===== src/rtl/seg_xlate_pkg.sv =====
package seg_xlate_pkg;

    localparam int DEF_VA_W  = 16;
    localparam int DEF_SEG_W = 3;
    localparam int DEF_PA_W  = 16;

    typedef enum logic [1:0] {
        FLT_NONE    = 2'b00,
        FLT_UNUSED  = 2'b01,
        FLT_OVERRUN = 2'b10
    } fault_e;

    typedef struct packed {
        logic   usable;
        logic   over;
    } probe_t;

    // Unusable descriptors win over the limit test.
    function automatic fault_e classify(input probe_t p);
        if (!p.usable) begin
            return FLT_UNUSED;
        end else if (p.over) begin
            return FLT_OVERRUN;
        end
        return FLT_NONE;
    endfunction

endpackage


===== src/rtl/seg_desc_table.sv =====
module seg_desc_table #(
    parameter int IDX_W  = 3,
    parameter int BASE_W = 16,
    parameter int LIM_W  = 13
) (
    input  logic              clk,
    input  logic              rst,
    input  logic              wr_en,
    input  logic [IDX_W-1:0]  wr_idx,
    input  logic [BASE_W-1:0] wr_base,
    input  logic [LIM_W-1:0]  wr_limit,
    input  logic              wr_usable,
    input  logic [IDX_W-1:0]  rd_idx,
    output logic [BASE_W-1:0] rd_base,
    output logic [LIM_W-1:0]  rd_limit,
    output logic              rd_usable
);
    localparam int NDESC = 1 << IDX_W;

    logic [BASE_W-1:0] base_q   [NDESC];
    logic [LIM_W-1:0]  limit_q  [NDESC];
    logic              usable_q [NDESC];

    for (genvar g = 0; g < NDESC; g++) begin : g_desc
        logic hit;
        assign hit = wr_en && (wr_idx == IDX_W'(g));
        always_ff @(posedge clk) begin
            if (rst) begin
                base_q[g]   <= '0;
                limit_q[g]  <= '0;
                usable_q[g] <= 1'b0;
            end else if (hit) begin
                base_q[g]   <= wr_base;
                limit_q[g]  <= wr_limit;
                usable_q[g] <= wr_usable;
            end
        end
    end

    // Read is combinational on registered storage: a same-edge write is not seen.
    always_comb begin
        rd_base   = base_q[rd_idx];
        rd_limit  = limit_q[rd_idx];
        rd_usable = usable_q[rd_idx];
    end

endmodule


===== src/rtl/seg_bound_calc.sv =====
module seg_bound_calc
    import seg_xlate_pkg::*;
#(
    parameter int OFS_W = 13,
    parameter int PA_W  = 16
) (
    input  logic [OFS_W-1:0] offset,
    input  logic [PA_W-1:0]  base,
    input  logic [OFS_W-1:0] limit,
    input  logic             usable,
    output logic [PA_W-1:0]  paddr,
    output fault_e           fault
);
    logic [PA_W-1:0] ofs_ext;
    logic [PA_W-1:0] sum;
    probe_t          pr;

    always_comb begin
        ofs_ext   = PA_W'(offset);
        sum       = base + ofs_ext;
        pr.usable = usable;
        pr.over   = (offset > limit);
        fault     = classify(pr);
        paddr     = (fault == FLT_NONE) ? sum : '0;
    end

endmodule


===== src/rtl/seg_rsp_stage.sv =====
module seg_rsp_stage
    import seg_xlate_pkg::*;
#(
    parameter int PA_W = 16
) (
    input  logic            clk,
    input  logic            rst,
    input  logic            in_valid,
    input  logic [PA_W-1:0] in_paddr,
    input  fault_e          in_fault,
    output logic            out_valid,
    output logic [PA_W-1:0] out_paddr,
    output logic [1:0]      out_fault
);
    always_ff @(posedge clk) begin
        if (rst) begin
            out_valid <= 1'b0;
            out_paddr <= '0;
            out_fault <= FLT_NONE;
        end else begin
            out_valid <= in_valid;
            out_paddr <= in_valid ? in_paddr : '0;
            out_fault <= in_valid ? in_fault : FLT_NONE;
        end
    end

endmodule


===== src/rtl/seg_xlate_unit.sv =====
module seg_xlate_unit
    import seg_xlate_pkg::*;
#(
    parameter int VA_W  = DEF_VA_W,
    parameter int SEG_W = DEF_SEG_W,
    parameter int PA_W  = DEF_PA_W,
    localparam int OFS_W = VA_W - SEG_W
) (
    input  logic             clk,
    input  logic             rst,
    input  logic             req_valid,
    input  logic [VA_W-1:0]  req_vaddr,
    output logic             rsp_valid,
    output logic [PA_W-1:0]  rsp_paddr,
    output logic [1:0]       rsp_fault,
    input  logic             cfg_we,
    input  logic [SEG_W-1:0] cfg_idx,
    input  logic [PA_W-1:0]  cfg_base,
    input  logic [OFS_W-1:0] cfg_limit,
    input  logic             cfg_valid
);
    logic [SEG_W-1:0] seg_idx;
    logic [OFS_W-1:0] seg_ofs;
    logic [PA_W-1:0]  d_base;
    logic [OFS_W-1:0] d_limit;
    logic             d_usable;
    logic [PA_W-1:0]  calc_paddr;
    fault_e           calc_fault;

    assign seg_idx = req_vaddr[VA_W-1 -: SEG_W];
    assign seg_ofs = req_vaddr[OFS_W-1:0];

    seg_desc_table #(
        .IDX_W (SEG_W),
        .BASE_W(PA_W),
        .LIM_W (OFS_W)
    ) u_table (
        .clk      (clk),
        .rst      (rst),
        .wr_en    (cfg_we),
        .wr_idx   (cfg_idx),
        .wr_base  (cfg_base),
        .wr_limit (cfg_limit),
        .wr_usable(cfg_valid),
        .rd_idx   (seg_idx),
        .rd_base  (d_base),
        .rd_limit (d_limit),
        .rd_usable(d_usable)
    );

    seg_bound_calc #(
        .OFS_W(OFS_W),
        .PA_W (PA_W)
    ) u_calc (
        .offset(seg_ofs),
        .base  (d_base),
        .limit (d_limit),
        .usable(d_usable),
        .paddr (calc_paddr),
        .fault (calc_fault)
    );

    seg_rsp_stage #(
        .PA_W(PA_W)
    ) u_rsp (
        .clk      (clk),
        .rst      (rst),
        .in_valid (req_valid),
        .in_paddr (calc_paddr),
        .in_fault (calc_fault),
        .out_valid(rsp_valid),
        .out_paddr(rsp_paddr),
        .out_fault(rsp_fault)
    );

endmodule


===== config.mk =====
export PLATFORM = sky130hd
export DESIGN_NAME = seg_xlate_unit
export DESIGN_NICKNAME = d
export VERILOG_FILES = /design/src/rtl/seg_xlate_pkg.sv /design/src/rtl/seg_desc_table.sv /design/src/rtl/seg_bound_calc.sv /design/src/rtl/seg_rsp_stage.sv /design/src/rtl/seg_xlate_unit.sv
export SDC_FILE = /design/constraint.sdc
export NUM_CORES = 1
export LEC_CHECK = 0
export BUFFER_PORTS_ARGS = -buffer_cell sky130_fd_sc_hd__buf_2
export CORE_ASPECT_RATIO = 1.25
export CORE_UTILIZATION = 55
export CTS_BUF_LIST = sky130_fd_sc_hd__clkbuf_2 sky130_fd_sc_hd__clkbuf_4 sky130_fd_sc_hd__clkbuf_8
export DETAILED_ROUTE_END_ITERATION = 12
export PLACE_DENSITY = 0.76
export SYNTH_ARGS = -nofsm -noshare
export SYNTH_HDL_FRONTEND = slang
export SYNTH_HIERARCHICAL = 1
export SYNTH_SLANG_ARGS = --single-unit

===== constraint.sdc =====
create_clock -name clk -period 5.5 [get_ports clk]
set_input_delay 1.1 -clock clk [delete_from_list [all_inputs] [get_ports clk]]
set_output_delay 1.1 -clock clk [all_outputs]
set_load 0.05 [all_outputs]

==> impl_metrics.env <==
export IMPL_fmax_mhz=243
export IMPL_placementRows=61
export IMPL_wl_per_cell_um=22.9
export IMPL_cp_required_ns=5.92
export IMPL_drc=0
export IMPL_worstPathCellList="buf_2 > buf_4 > mux4_1 > mux2_2 > ha_1 > a21oi_1 > o211ai_1 > a311oi_2 > o21bai_1 > a211oi_1 > nor4_1 > and3b_1"
export IMPL_synthTopCellsByCount="nor3_1, edfxtp_1, mux4_1"
export IMPL_cp_startpoint="req_vaddr[13]"
export IMPL_synth_area_leaders="edfxtp_1, mux4_1, nor3_1"
export IMPL_gr_total_overflow=0
export IMPL_slowest_stage="mux4_1"
export IMPL_crit_cells=12
export IMPL_yosysSeqAreaShare_pct=60.2
export IMPL_critPathTopFamily="compound AO/OA/AOI/OAI gates"
export IMPL_dieArea_um2=23500
export IMPL_hold_path_class="in2reg"
export IMPL_first_global_vias=8203
export IMPL_r2r_end="u_rsp/out_paddr[13]"
export IMPL_async_flop_share_pct=0
export IMPL_rsz0062_at_grt="no"
export IMPL_cts_path_max_buffers=3
export IMPL_mappedNetlistNets=970
export IMPL_synthCells=890
export IMPL_tns_ns=0
export IMPL_grt_pass1_wl_mm=45.4
export IMPL_dr_pass1_iters=5
export IMPL_synth_edf_count=240
export IMPL_crit_type="in2reg"
export IMPL_clk_latency_ns=0.56
export IMPL_drv_slew=0
export IMPL_ys_warnings_count=6
export IMPL_synth_top_area_cell="edfxtp_1"
export IMPL_fin_crit_sh_pct=74.9
export IMPL_ioPinCount=72
export IMPL_cts_setup_buffers=0
export IMPL_cts_buffers=39
export IMPL_critPathMaxFanout=12
export IMPL_die_w_um=137
export IMPL_post_route_min_period_ns=4.12
export IMPL_finalSetupViolations=0
export IMPL_ir_worst_vdd_v=0.000216
export IMPL_synth_flop_cell="edfxtp_1"
export IMPL_syn_cell_area_um2=12600
export IMPL_nFillCells=1627
export IMPL_reg2reg_depth=10
export IMPL_path_clk_slew_ns=0.06
export IMPL_cp_end_kind="flip-flop"
export IMPL_relSlewSlack_pct=16.3
export IMPL_synth_most_common_cell="nor3_1"
export IMPL_cts_resized=0
export IMPL_cellLeakagePower_nw=4.99
export IMPL_worst_pin_slew_ns=1.25
export IMPL_place_port_buffers=71
export IMPL_start_util_pct=56.3
export IMPL_nets=1032
export IMPL_pwr_density_cell_nw_per_um2=325
export IMPL_htreeDepth=2
export IMPL_cp_arrival_ns=4.54
export IMPL_hold_viol=0
export IMPL_vias=8046
export IMPL_start_kind="input port"
export IMPL_synth_top_area_share_pct=57.2
export IMPL_grt_max_degree=94
export IMPL_die_h_um=171
export IMPL_postLayoutCoreUtil_pct=62.5
export IMPL_area_growth_pct=11.0
export IMPL_rrSetupSlack_ns=2.25
export IMPL_synth_seq_cells=259
export IMPL_routed_wl_mm=28.8
export IMPL_vias_per_cell=6.38
export IMPL_antenna_found_initial=0
export IMPL_r2r_start="u_table/base_q[3][1]"
export IMPL_crit_end="u_rsp/out_paddr[13]"
export IMPL_tritoncts="yes"
export IMPL_status="complete, no violations"
export IMPL_gp_congestion=0.876
export IMPL_cts_root_buf="clkbuf_8"
export IMPL_clock_skew_final_ns=0.0371
export IMPL_cts_hold_fix_buffers=0
export IMPL_cap_violations=0
export IMPL_dp_hpwl_mm=16.9
export IMPL_grtUsageTotal_pct=26.1
export IMPL_slowest_delay_ns=0.57
export IMPL_drtIter0Drc=748
export IMPL_ys_types=45
export IMPL_drive_above_1_share_pct=20.6
export IMPL_core_um2=22400
export IMPL_cts_sinks=259
export IMPL_critPathBufInv=2
export IMPL_detail_route_antenna_nets=0
export IMPL_syn_avg_cell_area_um2=14.2
## cell usage in the layout (no fill, tap or decap), types with 13 or more instances in the layout
cell / count
buf_2: 71
clkinv_1: 37
nor2_1: 18
inv_1: 22
ha_1: 26
dfxtp_1: 19
mux2_2: 30
and3b_1: 18
edfxtp_1: 240
buf_4: 24
nor3_1: 244
clkbuf_8: 40
nand2_1: 13
a21oi_1: 14
mux4_1: 60
## cell families (layout without fill, tap and decap cells)
kind of cell             after synthesis  after routing  synth area share [%]
flip-flops                           259            259                  60.2
AO/OA/AOI/OAI                         56             56                  3.04
AND/OR/NAND/NOR                      322            322                  13.4
other                                  0              1                     0
buffers and inverters                127            214                  4.78
adder cells (fa/ha/maj)               27             27                  2.74
XOR/XNOR                               9              9                 0.626
multiplexers                          90             90                  15.2
## registers in the layout, summed over array words and instances (netlist names)
register          cells
u_table/base_q      128
u_rsp/out_paddr      16
u_table/limit_q     104
u_rsp/out_fault       2
u_table/usable_q      8
u_rsp/out_valid       1
## cell type report
type                            count  area [um^2]  area share [%]
Clock buffer                       51          633            4.53
Sequential cell                   259         7590            54.3
Clock inverter                     15          148            1.06
Antenna cell                        1         2.50          0.0179
Inverter                           52          195            1.40
Tap cell                          283          354            2.53
Timing Repair Buffer               96          556            3.97
Multi-Input combinational cell    504         4510            32.2
## worst min path at each step
| stage | start | endpoint | slack (ns) | cells past startpoint |
|---|---|---|---|---|
| 2_1_floorplan | u_table/usable_q[7] | u_rsp/out_fault[0] | 0.87 | 4 |
| 3_3_place_gp | u_table/usable_q[7] | u_rsp/out_fault[0] | 0.97 | 4 |
| 3_5_place_dp | u_table/usable_q[7] | u_rsp/out_fault[0] | 1.0 | 4 |
| 4_1_cts | req_valid | u_rsp/out_valid | 0.92 | 2 |
| 5_1_grt | req_valid | u_rsp/out_valid | 0.96 | 2 |
| 6_report | req_valid | u_rsp/out_valid | 0.95 | 2 |
## power breakdown
| group | total (W) | internal [W] | switching, W |
|---|---|---|---|
| clock network | 0.00160 | 0.000891 | 0.000712 |
| logic | 0.000635 | 0.000242 | 0.000393 |
| registers | 0.00231 | 0.00228 | 0.0000298 |
## stage by stage
step | instances | worst slack, ns | total power [W] | area [um^2] | hold WS (ns)
floorplan | 890 | 1.52 | 0.00279 | 12600 | 0.870
global placement | 1194 | 0.960 | 0.00296 | 13200 | 0.972
detailed placement | 1194 | 0.883 | 0.00298 | 13200 | 0.997
CTS | 1260 | 1.44 | 0.00457 | 14000 | 0.922
global route | 1260 | 1.18 | 0.00472 | 14000 | 0.958
finish | 1261 | 1.38 | 0.00455 | 14000 | 0.946
## per-layer routing
metal  GRT usage, %  share of wire, %  up-vias
li1               -                 -     3620
met1           35.0                39     3922
met2           41.8                49      430
met3           4.60               8.4       74
met4           11.8               3.4        0
met5              0                 0        -
Note: power is estimated with default switching activity, not from simulation.
